$ cat src/rtl/ebm_pkg.sv
package ebm_pkg;

    localparam logic [3:0] CMD_NOP   = 4'b0000;
    localparam logic [3:0] CMD_RXACK = 4'b0010;
    localparam logic [3:0] CMD_TX    = 4'b0011;
    localparam logic [3:0] CMD_STOP  = 4'b0101;
    localparam logic [3:0] CMD_RXNAK = 4'b0110;
    localparam logic [3:0] CMD_START = 4'b1001;

    typedef enum logic [2:0] {
        ST_IDLE,
        ST_ALIGN,
        ST_START,
        ST_STOP,
        ST_SEND,
        ST_RECV
    } seq_state_t;

    function automatic logic is_op(input logic [3:0] c);
        return (c == CMD_RXACK) || (c == CMD_TX) || (c == CMD_STOP) ||
               (c == CMD_RXNAK) || (c == CMD_START);
    endfunction

endpackage

$ cat src/rtl/ebm_phase_gen.sv
module ebm_phase_gen #(
    parameter int QUARTER_CYCLES = 64
) (
    input  logic       clk,
    input  logic       rst_n,
    input  logic       run_i,
    output logic [1:0] phase_o,
    output logic       tick_o
);

    localparam int CW = $clog2(QUARTER_CYCLES + 1);
    localparam logic [CW-1:0] CNT_LAST = CW'(QUARTER_CYCLES - 1);

    logic [CW-1:0] cnt_q;
    logic [1:0]    phase_q;
    logic          halted;

    assign halted  = !run_i && (phase_q == 2'd3);
    assign tick_o  = !halted && (cnt_q == CNT_LAST);
    assign phase_o = phase_q;

    always_ff @(posedge clk or negedge rst_n) begin
        if (!rst_n) begin
            cnt_q   <= '0;
            phase_q <= 2'd3;
        end else if (halted) begin
            cnt_q   <= '0;
        end else if (cnt_q == CNT_LAST) begin
            cnt_q   <= '0;
            phase_q <= phase_q + 2'd1;
        end else begin
            cnt_q   <= cnt_q + 1'b1;
        end
    end


    halt_hold_chk: assert property (@(posedge clk) disable iff (!rst_n)
        (!run_i && phase_q == 2'd3) |=> (phase_q == 2'd3));


    phase_step_chk: assert property (@(posedge clk) disable iff (!rst_n)
        (phase_q != $past(phase_q)) |-> (phase_q == $past(phase_q) + 2'd1));

endmodule

$ cat src/rtl/ebm_sequencer.sv
module ebm_sequencer
    import ebm_pkg::*;
#(
    parameter int BYTE_BITS = 8
) (
    input  logic                 clk,
    input  logic                 rst_n,
    input  logic [1:0]           phase_i,
    input  logic                 tick_i,
    input  logic                 cmd_wr_i,
    input  logic [3:0]           cmd_i,
    input  logic                 data_wr_i,
    input  logic [BYTE_BITS-1:0] data_i,
    input  logic                 sda_in_i,
    output logic                 run_o,
    output logic                 busy_o,
    output logic                 err_o,
    output logic                 rx_ack_o,
    output logic                 tx_ack_o,
    output logic                 irq_o,
    output logic                 sda_low_o,
    output logic [BYTE_BITS-1:0] data_o
);

    localparam int SW = $clog2(BYTE_BITS + 1);
    localparam logic [SW-1:0] ACK_SLOT = SW'(BYTE_BITS);

    seq_state_t state_q, state_n;

    logic [3:0]           cmd_q;
    logic [SW-1:0]        slot_q;
    logic [BYTE_BITS-1:0] shreg_q;
    logic [BYTE_BITS-1:0] data_q;
    logic                 busy_q, err_q, rx_ack_q, tx_ack_q, irq_q, run_q, sda_low_q;

    logic ev_fall, ev_set, ev_mid;
    logic in_op, finish, accept, ack_mode, data_slot;
    logic [SW-1:0] last_slot;

    assign ev_fall   = tick_i && (phase_i == 2'd3);
    assign ev_set    = tick_i && (phase_i == 2'd0);
    assign ev_mid    = tick_i && (phase_i == 2'd2);
    assign in_op     = (state_q == ST_START) || (state_q == ST_STOP) ||
                       (state_q == ST_SEND)  || (state_q == ST_RECV);
    assign last_slot = ((state_q == ST_SEND) || (state_q == ST_RECV)) ? ACK_SLOT : '0;
    assign finish    = in_op && ev_fall && (slot_q == last_slot);
    assign accept    = cmd_wr_i && !busy_q;
    assign ack_mode  = (cmd_q == CMD_RXACK);
    assign data_slot = (slot_q < ACK_SLOT);

    // next-state logic
    always_comb begin
        state_n = state_q;
        unique case (state_q)
            ST_IDLE: begin
                if (accept && is_op(cmd_i)) state_n = ST_ALIGN;
            end
            ST_ALIGN: begin
                if (ev_fall) begin
                    if (cmd_q == CMD_START)     state_n = ST_START;
                    else if (cmd_q == CMD_STOP) state_n = ST_STOP;
                    else if (cmd_q == CMD_TX)   state_n = ST_SEND;
                    else                        state_n = ST_RECV;
                end
            end
            ST_START, ST_STOP, ST_SEND, ST_RECV: begin
                if (finish) state_n = ST_IDLE;
            end
            default: state_n = ST_IDLE;
        endcase
    end

    // state register
    always_ff @(posedge clk or negedge rst_n) begin
        if (!rst_n) state_q <= ST_IDLE;
        else        state_q <= state_n;
    end

    // outputs and datapath
    always_ff @(posedge clk or negedge rst_n) begin
        if (!rst_n) begin
            cmd_q     <= CMD_NOP;
            slot_q    <= '0;
            shreg_q   <= '0;
            data_q    <= '0;
            busy_q    <= 1'b0;
            err_q     <= 1'b0;
            rx_ack_q  <= 1'b1;
            tx_ack_q  <= 1'b1;
            irq_q     <= 1'b0;
            run_q     <= 1'b0;
            sda_low_q <= 1'b0;
        end else begin
            irq_q <= finish;
            if (finish) begin
                busy_q <= 1'b0;
                if (state_q == ST_RECV) begin
                    data_q   <= shreg_q;
                    tx_ack_q <= ack_mode;
                end
            end
            if (cmd_wr_i) begin
                if (busy_q) begin
                    err_q <= 1'b1;
                end else if (cmd_i == CMD_NOP) begin
                    err_q <= 1'b0;
                    run_q <= 1'b0;
                end else if (is_op(cmd_i)) begin
                    err_q  <= 1'b0;
                    run_q  <= 1'b1;
                    busy_q <= 1'b1;
                    cmd_q  <= cmd_i;
                end else begin
                    err_q <= 1'b1;
                end
            end
            if (data_wr_i && !busy_q) data_q <= data_i;
            if (state_q == ST_ALIGN && ev_fall) begin
                slot_q  <= '0;
                shreg_q <= data_q;
            end
            if (in_op && ev_fall && !finish) slot_q <= slot_q + 1'b1;
            if (ev_set) begin
                unique case (state_q)
                    ST_START: sda_low_q <= 1'b0;
                    ST_STOP:  sda_low_q <= 1'b1;
                    ST_SEND:  sda_low_q <= data_slot ? !shreg_q[BYTE_BITS-1] : 1'b0;
                    ST_RECV:  sda_low_q <= data_slot ? 1'b0 : ack_mode;
                    default:  sda_low_q <= sda_low_q;
                endcase
            end
            if (ev_mid) begin
                unique case (state_q)
                    ST_START: sda_low_q <= 1'b1;
                    ST_STOP:  sda_low_q <= 1'b0;
                    ST_SEND: begin
                        if (data_slot) shreg_q  <= shreg_q << 1;
                        else           rx_ack_q <= !sda_in_i;
                    end
                    ST_RECV: begin
                        if (data_slot) shreg_q <= {shreg_q[BYTE_BITS-2:0], sda_in_i};
                    end
                    default: shreg_q <= shreg_q;
                endcase
            end
        end
    end

    assign run_o     = run_q;
    assign busy_o    = busy_q;
    assign err_o     = err_q;
    assign rx_ack_o  = rx_ack_q;
    assign tx_ack_o  = tx_ack_q;
    assign irq_o     = irq_q;
    assign sda_low_o = sda_low_q;
    assign data_o    = data_q;


    irq_pulse_chk: assert property (@(posedge clk) disable iff (!rst_n)
        irq_q |-> (!busy_q && $past(busy_q)));


    busy_cmd_err_chk: assert property (@(posedge clk) disable iff (!rst_n)
        (cmd_wr_i && busy_q) |=> err_q);


    accept_chk: assert property (@(posedge clk) disable iff (!rst_n)
        (cmd_wr_i && !busy_q && is_op(cmd_i)) |=> (busy_q && !err_q));


    bad_code_chk: assert property (@(posedge clk) disable iff (!rst_n)
        (cmd_wr_i && !busy_q && !is_op(cmd_i) && cmd_i != CMD_NOP) |=> (err_q && !busy_q));


    edge_rule_chk: assert property (@(posedge clk) disable iff (!rst_n)
        (phase_i[1] && $past(phase_i[1]) && (sda_low_q != $past(sda_low_q)))
        |-> ($past(state_q) == ST_START || $past(state_q) == ST_STOP));

endmodule

$ cat src/rtl/eeprom_byte_master.sv
module eeprom_byte_master #(
    parameter int QUARTER_CYCLES = 64,
    parameter int BYTE_BITS      = 8
) (
    input  logic                 clk,
    input  logic                 rst_n,
    input  logic                 cmd_wr,
    input  logic [3:0]           cmd_code,
    input  logic                 data_wr,
    input  logic [BYTE_BITS-1:0] data_wdata,
    output logic [7:0]           status,
    output logic [BYTE_BITS-1:0] data_rdata,
    output logic                 irq,
    output logic                 scl_out,
    output logic                 sda_oe,
    input  logic                 sda_in
);

    logic [1:0] phase;
    logic       tick, run, busy, err, rx_ack, tx_ack;

    ebm_phase_gen #(
        .QUARTER_CYCLES(QUARTER_CYCLES)
    ) u_phase (
        .clk     (clk),
        .rst_n   (rst_n),
        .run_i   (run),
        .phase_o (phase),
        .tick_o  (tick)
    );

    ebm_sequencer #(
        .BYTE_BITS(BYTE_BITS)
    ) u_seq (
        .clk       (clk),
        .rst_n     (rst_n),
        .phase_i   (phase),
        .tick_i    (tick),
        .cmd_wr_i  (cmd_wr),
        .cmd_i     (cmd_code),
        .data_wr_i (data_wr),
        .data_i    (data_wdata),
        .sda_in_i  (sda_in),
        .run_o     (run),
        .busy_o    (busy),
        .err_o     (err),
        .rx_ack_o  (rx_ack),
        .tx_ack_o  (tx_ack),
        .irq_o     (irq),
        .sda_low_o (sda_oe),
        .data_o    (data_rdata)
    );

    assign scl_out = phase[1];
    assign status  = {err, busy, rx_ack, tx_ack, 4'b0000};

endmodule

$ cat config.mk
export PLATFORM = sky130hd
export DESIGN_NAME = eeprom_byte_master
export DESIGN_NICKNAME = d
export VERILOG_FILES = /design/src/rtl/ebm_pkg.sv /design/src/rtl/ebm_phase_gen.sv /design/src/rtl/ebm_sequencer.sv /design/src/rtl/eeprom_byte_master.sv
export SDC_FILE = /design/constraint.sdc
export NUM_CORES = 1
export LEC_CHECK = 0
export BUFFER_PORTS_ARGS = -buffer_cell sky130_fd_sc_hd__buf_2
export CAP_MARGIN = 10
export CORE_MARGIN = 4
export CORE_UTILIZATION = 40
export DETAILED_ROUTE_END_ITERATION = 10
export GPL_TIMING_DRIVEN = 0
export PLACE_DENSITY_LB_ADDON = 0.05
export SETUP_SLACK_MARGIN = 0.3
export SLEW_MARGIN = 20
export SYNTH_ARGS = -nofsm -noshare
export SYNTH_HDL_FRONTEND = slang
export SYNTH_SLANG_ARGS = --single-unit
$ cat constraint.sdc
create_clock -name clk -period 5.1 [get_ports clk]
set_clock_uncertainty 0.15 [all_clocks]
set_input_delay 0 -clock clk [delete_from_list [all_inputs] [get_ports clk]]
set_output_delay 0 -clock clk [all_outputs]
set_load 0.05 [all_outputs]
Word level (Yosys, flattened, before mapping). Cells that the tools add are included.

$add $sub $neg: 3. $mul: 0. Div/mod/pow operators: 0. Magnitude comparators: 1. Equality and inequality tests: 22. Shift operators: 0. Muxes and demuxes: 36. Bitwise logic cells: 4. Reductions and logical operators: 42.

Operators with widths (number): $mux W8 (7); $pmux W8 S3 (1); $eq A4 B2 Y1 const B (4); $mux W1 (15); $mux W3 (5); $mux W7 (2); $eq A4 B3 Y1 const B (3); $logic_and A1 B1 Y1 (12); $mux W4 (3); $pmux W3 S3 (1); $reduce_and A3 Y1 (3); $eq A4 B4 Y1 const B (2); $logic_or A1 B1 Y1 (8); $reduce_bool A2 Y1 (4); $add A7 B1 Y7 const B (1); $eq A7 B6 Y1 const B (1); $eq A3 B2 Y1 const B (2); $eq A3 B3 Y1 const B (2); $logic_not A1 Y1 (6); $ne A2 B1 Y1 const B (3); $reduce_and A2 Y1 (3); $add A4 B1 Y4 const B (1); $eq A2 B2 Y1 const B (2); $eq A4 B4 Y1 (1); 13 further kinds (16).

Register bits: 43. Latch bits: 0. Memory bits (writable): 0. Memory bits (read-only): 0. Bits of input ports: 17. Output and inout port bits: 19. Logic and storage cells: 122. Memories: 0.

Logic depth before layout (Yosys ltp).
Depth in word-level cells: 12. Gate-level depth with buffers: 7. Depth with buffers taken out: 7.

Hierarchy. A second synthesis with hierarchy kept.

Cells, all modules: 228. Area, all modules: 2283.4 µm².

Modules (own cells, without submodules): ebm_sequencer (times used 1, cells an instance 184, area an instance 1793.0 µm², sequential area each 853.3 µm²); ebm_phase_gen (times used 1, cells an instance 35, area an instance 426.7 µm², sequential area each 227.7 µm²); eeprom_byte_master (times used 1, cells an instance 9, area an instance 63.8 µm², sequential area each 0.0 µm²).

Worst setup path after synthesis. OpenSTA, ideal clock, no wires.

Path type: register to register. From: register u_phase.phase_q[1], in the netlist u_phase.phase_o[1]. To: register u_seq.slot_q[2]. Setup time: 0.124 ns. Data arrival time: 1.879 ns. Required time: 4.826 ns. Path slack: 2.947 ns. Cell stages (with the launch flop): 7. Buffers on the path: 0. Clock period less this slack: 2.153 ns. Path through: dfstp_2 -> ha_1 -> and4_1 -> and2_1 -> o211ai_4 -> and2_4 -> a211o_1.

Longest elaborated chain between the ends: 10. Elaborated cells between the ends (all ways): 12. Classes of those cells: eq/ne (1); mux (1); reduce/logical (10).

Ends and longest elaborated chain: start: declaration (line ebm_phase_gen.sv:15) `logic [1:0] phase_q;`; start signal: assignment (line ebm_phase_gen.sv:30) `phase_q <= phase_q + 2'd1;`; $eq A2 B2 Y1 * (line ebm_phase_gen.sv:18, ebm_sequencer.sv:40); $logic_and A1 B1 Y1 (line ebm_phase_gen.sv:18) `assign halted = !run_i && (phase_q == 2'd3);`; $logic_not A1 Y1 (line ebm_phase_gen.sv:19) `assign tick_o = !halted && (cnt_q == CNT_LAST);`; $logic_and A1 B1 Y1 (line ebm_phase_gen.sv:19); $logic_and A1 B1 Y1 * (line ebm_sequencer.sv:40) `assign ev_fall = tick_i && (phase_i == 2'd3);`; $logic_and A1 B1 Y1 (line ebm_sequencer.sv:46, ebm_sequencer.sv:122); $logic_and A1 B1 Y1 (line ebm_sequencer.sv:46) `assign finish = in_op && ev_fall && (slot_q == last_slot);`; $logic_not A1 Y1 (line ebm_sequencer.sv:122) `if (in_op && ev_fall && !finish) slot_q <= slot_q + 1'b1;`; $logic_and A1 B1 Y1 (line ebm_sequencer.sv:122); $mux W4 or $reduce_bool A2 Y1 (tied branches); end signal: assignment (line ebm_sequencer.sv:122); end: declaration (line ebm_sequencer.sv:31) `logic [SW-1:0] slot_q;`.

Mark *: on every way between the ends. The rest lies on a longest branch, timed or not. A chain may end at the register's enable or synchronous reset.

Final worst setup path.
From: register u_phase.cnt_q[0]. To: register u_seq.shreg_q[3].

Longest elaborated chain between the ends: 8. Elaborated cells between the ends (all ways): 11. Classes of those cells: eq/ne (2); mux (5); reduce/logical (4).

Ends and longest elaborated chain: start: declaration (line ebm_phase_gen.sv:14) `logic [CW-1:0] cnt_q;`; start signal: assignment (line ebm_phase_gen.sv:32) `cnt_q <= cnt_q + 1'b1;`; $eq A7 B6 Y1 * (line ebm_phase_gen.sv:19); $logic_and A1 B1 Y1 * (line ebm_phase_gen.sv:19); $logic_and A1 B1 Y1 (line ebm_sequencer.sv:40); $logic_and A1 B1 Y1 (line ebm_sequencer.sv:118) `if (state_q == ST_ALIGN && ev_fall) begin`; $mux W8 (line ebm_sequencer.sv:118); $mux W8, on equally long branches (line ebm_sequencer.sv:141, ebm_sequencer.sv:137); $pmux W8 S3 (line ebm_sequencer.sv:133) `unique case (state_q)`; $mux W8 (line ebm_sequencer.sv:132) `if (ev_mid) begin`; end signal: assignment (line ebm_sequencer.sv:120) `shreg_q <= data_q;`; end signal: assignment (line ebm_sequencer.sv:141) `if (data_slot) shreg_q <= {shreg_q[BYTE_BITS-2:0], sda_in_i};`; end signal: assignment (line ebm_sequencer.sv:143) `default: shreg_q <= shreg_q;`; end: declaration (line ebm_sequencer.sv:32) `logic [BYTE_BITS-1:0] shreg_q;`.

Marks and branches as above.

==> results.sh <==
export IMPL_wl_met1_um=2520
export IMPL_path_delay_family="simple AND/OR/NAND/NOR gates"
export IMPL_ios=36
export IMPL_ys_top_cells_by_area="dfrtp_1 42%, dfstp_2 4.5%, mux2i_1 3.9%"
export IMPL_routed_top_layer="met4"
export IMPL_layout_drive_gt1_share_pct=23.9
export IMPL_cts_tree="done"
export IMPL_timing_worst_setup_path_type="flip-flop to flip-flop"
export IMPL_maxCapViolations=0
export IMPL_io_buffers=31
export IMPL_num_fill_cells=533
export IMPL_grt_max_degree=44
export IMPL_diodes=0
export IMPL_crit_path_frequent_cell="nand3_1"
export IMPL_clkSinkCount=43
export IMPL_routed_wl_um=4860
export IMPL_endpoint_kind="flip-flop"
export IMPL_routabilityCongestion=0.796
export IMPL_stdcell_count=361
export IMPL_p_leak_nw=1.34
export IMPL_cp_start_kind="flip-flop"
export IMPL_hold_viol=0
export IMPL_finalCritPeriodShare_pct=44.5
export IMPL_hold_path_class="input port to flip-flop"
export IMPL_netlist_area_um2=2330
export IMPL_initial_utilization_pct=41.8
export IMPL_relSlewSlack_pct=58.3
export IMPL_wl_met3_um=199
export IMPL_dieArea_um2=7100
export IMPL_numCtsBuffers=5
export IMPL_rsz0062_at_grt="no"
export IMPL_clkTransAtPathRegs_ns=0.08
export IMPL_tightest_slew_ns=0.626
export IMPL_yosys_area_top_type="dfrtp_1"
export IMPL_min_period_ns=2.27
export IMPL_groute_usage_overall_pct=14.9
export IMPL_die_w_um=84.3
export IMPL_drt_iter0_markers=62
export IMPL_overflow=0
export IMPL_async_reset_ff_share_pct=100
export IMPL_path_cells="ha_1 -> nand3_1 -> nor4_1 -> nand3_1 -> o22ai_1 -> a21oi_1"
export IMPL_syn2layout_area_growth_pct=22.6
export IMPL_crit_arrival_ns=2.28
export IMPL_syn_inst=232
export IMPL_htree_levels=2
export IMPL_timing_fmax_ghz=0.441
export IMPL_synth_seq_cells=43
export IMPL_setup_tns_ns=0
export IMPL_drc_errors=0
export IMPL_wire_per_inst_um=13.5
export IMPL_outcome="complete, no violations"
export IMPL_vias=1807
export IMPL_synth_edf_count=0
export IMPL_setup_viol=0
export IMPL_crit_buf_inv=0
export IMPL_insertion_delay_ns=0.30
export IMPL_avgViaCountPerCell=5.01
export IMPL_critPathRequiredTime_ns=5.11
export IMPL_cts_root_buf="clkbuf_8"
export IMPL_die_h_um=84.3
export IMPL_syn_avg_cell_area_um2=10.0
export IMPL_powerDensity_nw_per_um2=240
export IMPL_slew_violations=0
export IMPL_worstPathMaxFanout=8
export IMPL_rows=27
export IMPL_placed_cells=338
export IMPL_ys_warn_count=0
export IMPL_irDropWorstVdd_mv=0.143
export IMPL_drtAntennaViolNets=0
export IMPL_ys_types=51
export IMPL_synth_ff_type="dfrtp_1"
export IMPL_slowest_delay_ns=0.48
export IMPL_post_cts_resized=0
export IMPL_slowest_stage="nor4_1"
export IMPL_antenna_found_initial=0
export IMPL_synth_top_cell_area_share_pct=41.9
export IMPL_drt_first_pass_iters=4
export IMPL_wl_met2_um=2080
export IMPL_fin_nets=311
export IMPL_core_area_um2=5570
export IMPL_ys_seq_area_share_pct=46.5
export IMPL_first_global_vias=1799
export IMPL_grt_pass1_wl_um=8650
export IMPL_dpl_hpwl_um=3540
export IMPL_clock_path_buffers=2
-- tightest hold or removal path, delay by kind of cell --
kind,cells,cell delay (ns)
buffers and inverters,1,0.09
AO/OA/AOI/OAI,1,0.17
AND/OR/NAND/NOR,1,0.20
-- cell usage after synthesis, types with 2 or more instances --
master     n
inv_1      9
dfrtp_1   39
dfstp_2    4
a211o_1    3
and2_1     5
xor2_1     5
nor2b_1    3
nor2_1    18
nand2b_1   6
ha_1       6
mux2_2     4
nor3b_1    3
nand4_1    4
nor3_1     4
nand2_1   16
nor4_1     3
buf_4      9
nand3_1    8
a21oi_1   12
mux2i_1    9
o21ai_0   16
o22ai_1    9
a22oi_1    2
xnor2_1    3
and3_1     4
buf_2      3
-- stage by stage --
| stage | utilization (%) | hold WS, ns | power (mW) | worst slack (ns) | cell area, um^2 |
|---|---|---|---|---|---|
| floorplan | - | -0.446 | 0.387 | 2.95 | 2340 |
| global placement | 46.4 | 0.00814 | 0.407 | 2.81 | 2580 |
| detailed placement | 46.4 | 0.0182 | 0.408 | 2.81 | 2580 |
| CTS | 51.2 | 0.0662 | 0.698 | 2.78 | 2850 |
| global route | 51.2 | 0.0817 | 0.716 | 2.56 | 2850 |
| finish | 51.2 | 0.0620 | 0.685 | 2.83 | 2850 |
-- sequential cells by signal (all words and copies together), names as in the netlist --
register	cells
u_seq.irq_o	1
u_seq.rx_ack_o	1
u_seq.state_q	3
u_seq.busy_o	1
u_seq.tx_ack_o	1
u_phase.cnt_q	7
u_seq.slot_q	4
u_seq.err_o	1
u_seq.sda_low_o	1
u_phase.phase_o	2
u_seq.data_o	8
u_seq.cmd_q	4
u_seq.run_o	1
u_seq.shreg_q	8
-- timing repair --
item                                   CTS  global route
buffers inserted                         0             0
hold buffers                            15             0
endpoints found under the hold margin   55             0
-- cell families (layout without fill, tap and decap cells) --
kind of cell             count (synthesis)  after routing  synth area share [%]
multiplexers                            14             14                  6.45
AO/OA/AOI/OAI                           50             50                  13.7
adder cells (fa/ha/maj)                  7              7                  3.66
flip-flops                              43             43                  46.5
XOR/XNOR                                 9              9                  3.71
buffers and inverters                   24             78                  5.81
other                                    1              4                 0.161
AND/OR/NAND/NOR                         84             84                  20.1
-- cells in the final DEF (no fill, tap or decap), types with 4 or more instances in the layout --
cell and n:
dfrtp_1 39, buf_2 33, nor2_1 18, nand2_1 16, o21ai_0 16, dlygate4sd3_1 15
a21oi_1 12, buf_4 10, inv_1 9, mux2i_1 9, o22ai_1 9, nand3_1 8
nand2b_1 6, ha_1 6, clkbuf_8 6, and2_1 5, xor2_1 5, nand4_1 4
and3_1 4, nor3_1 4, mux2_2 4, conb_1 4, dfstp_2 4
-- per-layer routing --
metal / track usage [%] / up-vias
li1: - / 924
met1: 21.5 / 845
met2: 22.0 / 33
met4: 4.82 / 0
met5: 0 / -
met3: 3.34 / 5
-- power breakdown --
group | switching (mW) | internal [mW]
Combinational | 0.0381 | 0.0216
Clock | 0.118 | 0.159
Sequential | 0.00334 | 0.346
Total | 0.160 | 0.526
-- path summary, 6_finish.rpt --
path / depth (start not counted) / to / startpoint / slack [ns]
max in group asynchronous: 2 / u_seq.rx_ack_o$_DFFE_PN1P_ / rst_n / 4.34
min in group asynchronous: 2 / u_phase.cnt_q[0]$_DFF_PN0_ / rst_n / 0.09
setup / recovery: 6 / u_seq.shreg_q[3]$_DFFE_PN0P_ / u_phase.cnt_q[0]$_DFF_PN0_ / 2.83
setup reg to reg: 6 / u_seq.shreg_q[3]$_DFFE_PN0P_ / u_phase.cnt_q[0]$_DFF_PN0_ / 2.83
hold reg to reg: 2 / u_seq.rx_ack_o$_DFFE_PN1P_ / u_seq.rx_ack_o$_DFFE_PN1P_ / 0.32
hold / removal: 3 / u_seq.data_o[1]$_DFFE_PN0P_ / data_wr / 0.06
-- layout make-up --
class	instances	area [um^2]	area share (%)
Sequential cell	43	1080	37.9
Buffer	15	101	3.55
Tap cell	72	90.1	3.16
Clock buffer	6	82.6	2.89
Inverter	9	33.8	1.18
Clock inverter	2	35.0	1.23
Multi-Input combinational cell	168	1120	39.3
Timing Repair Buffer	46	308	10.8
(Power assumes the default switching activity.)
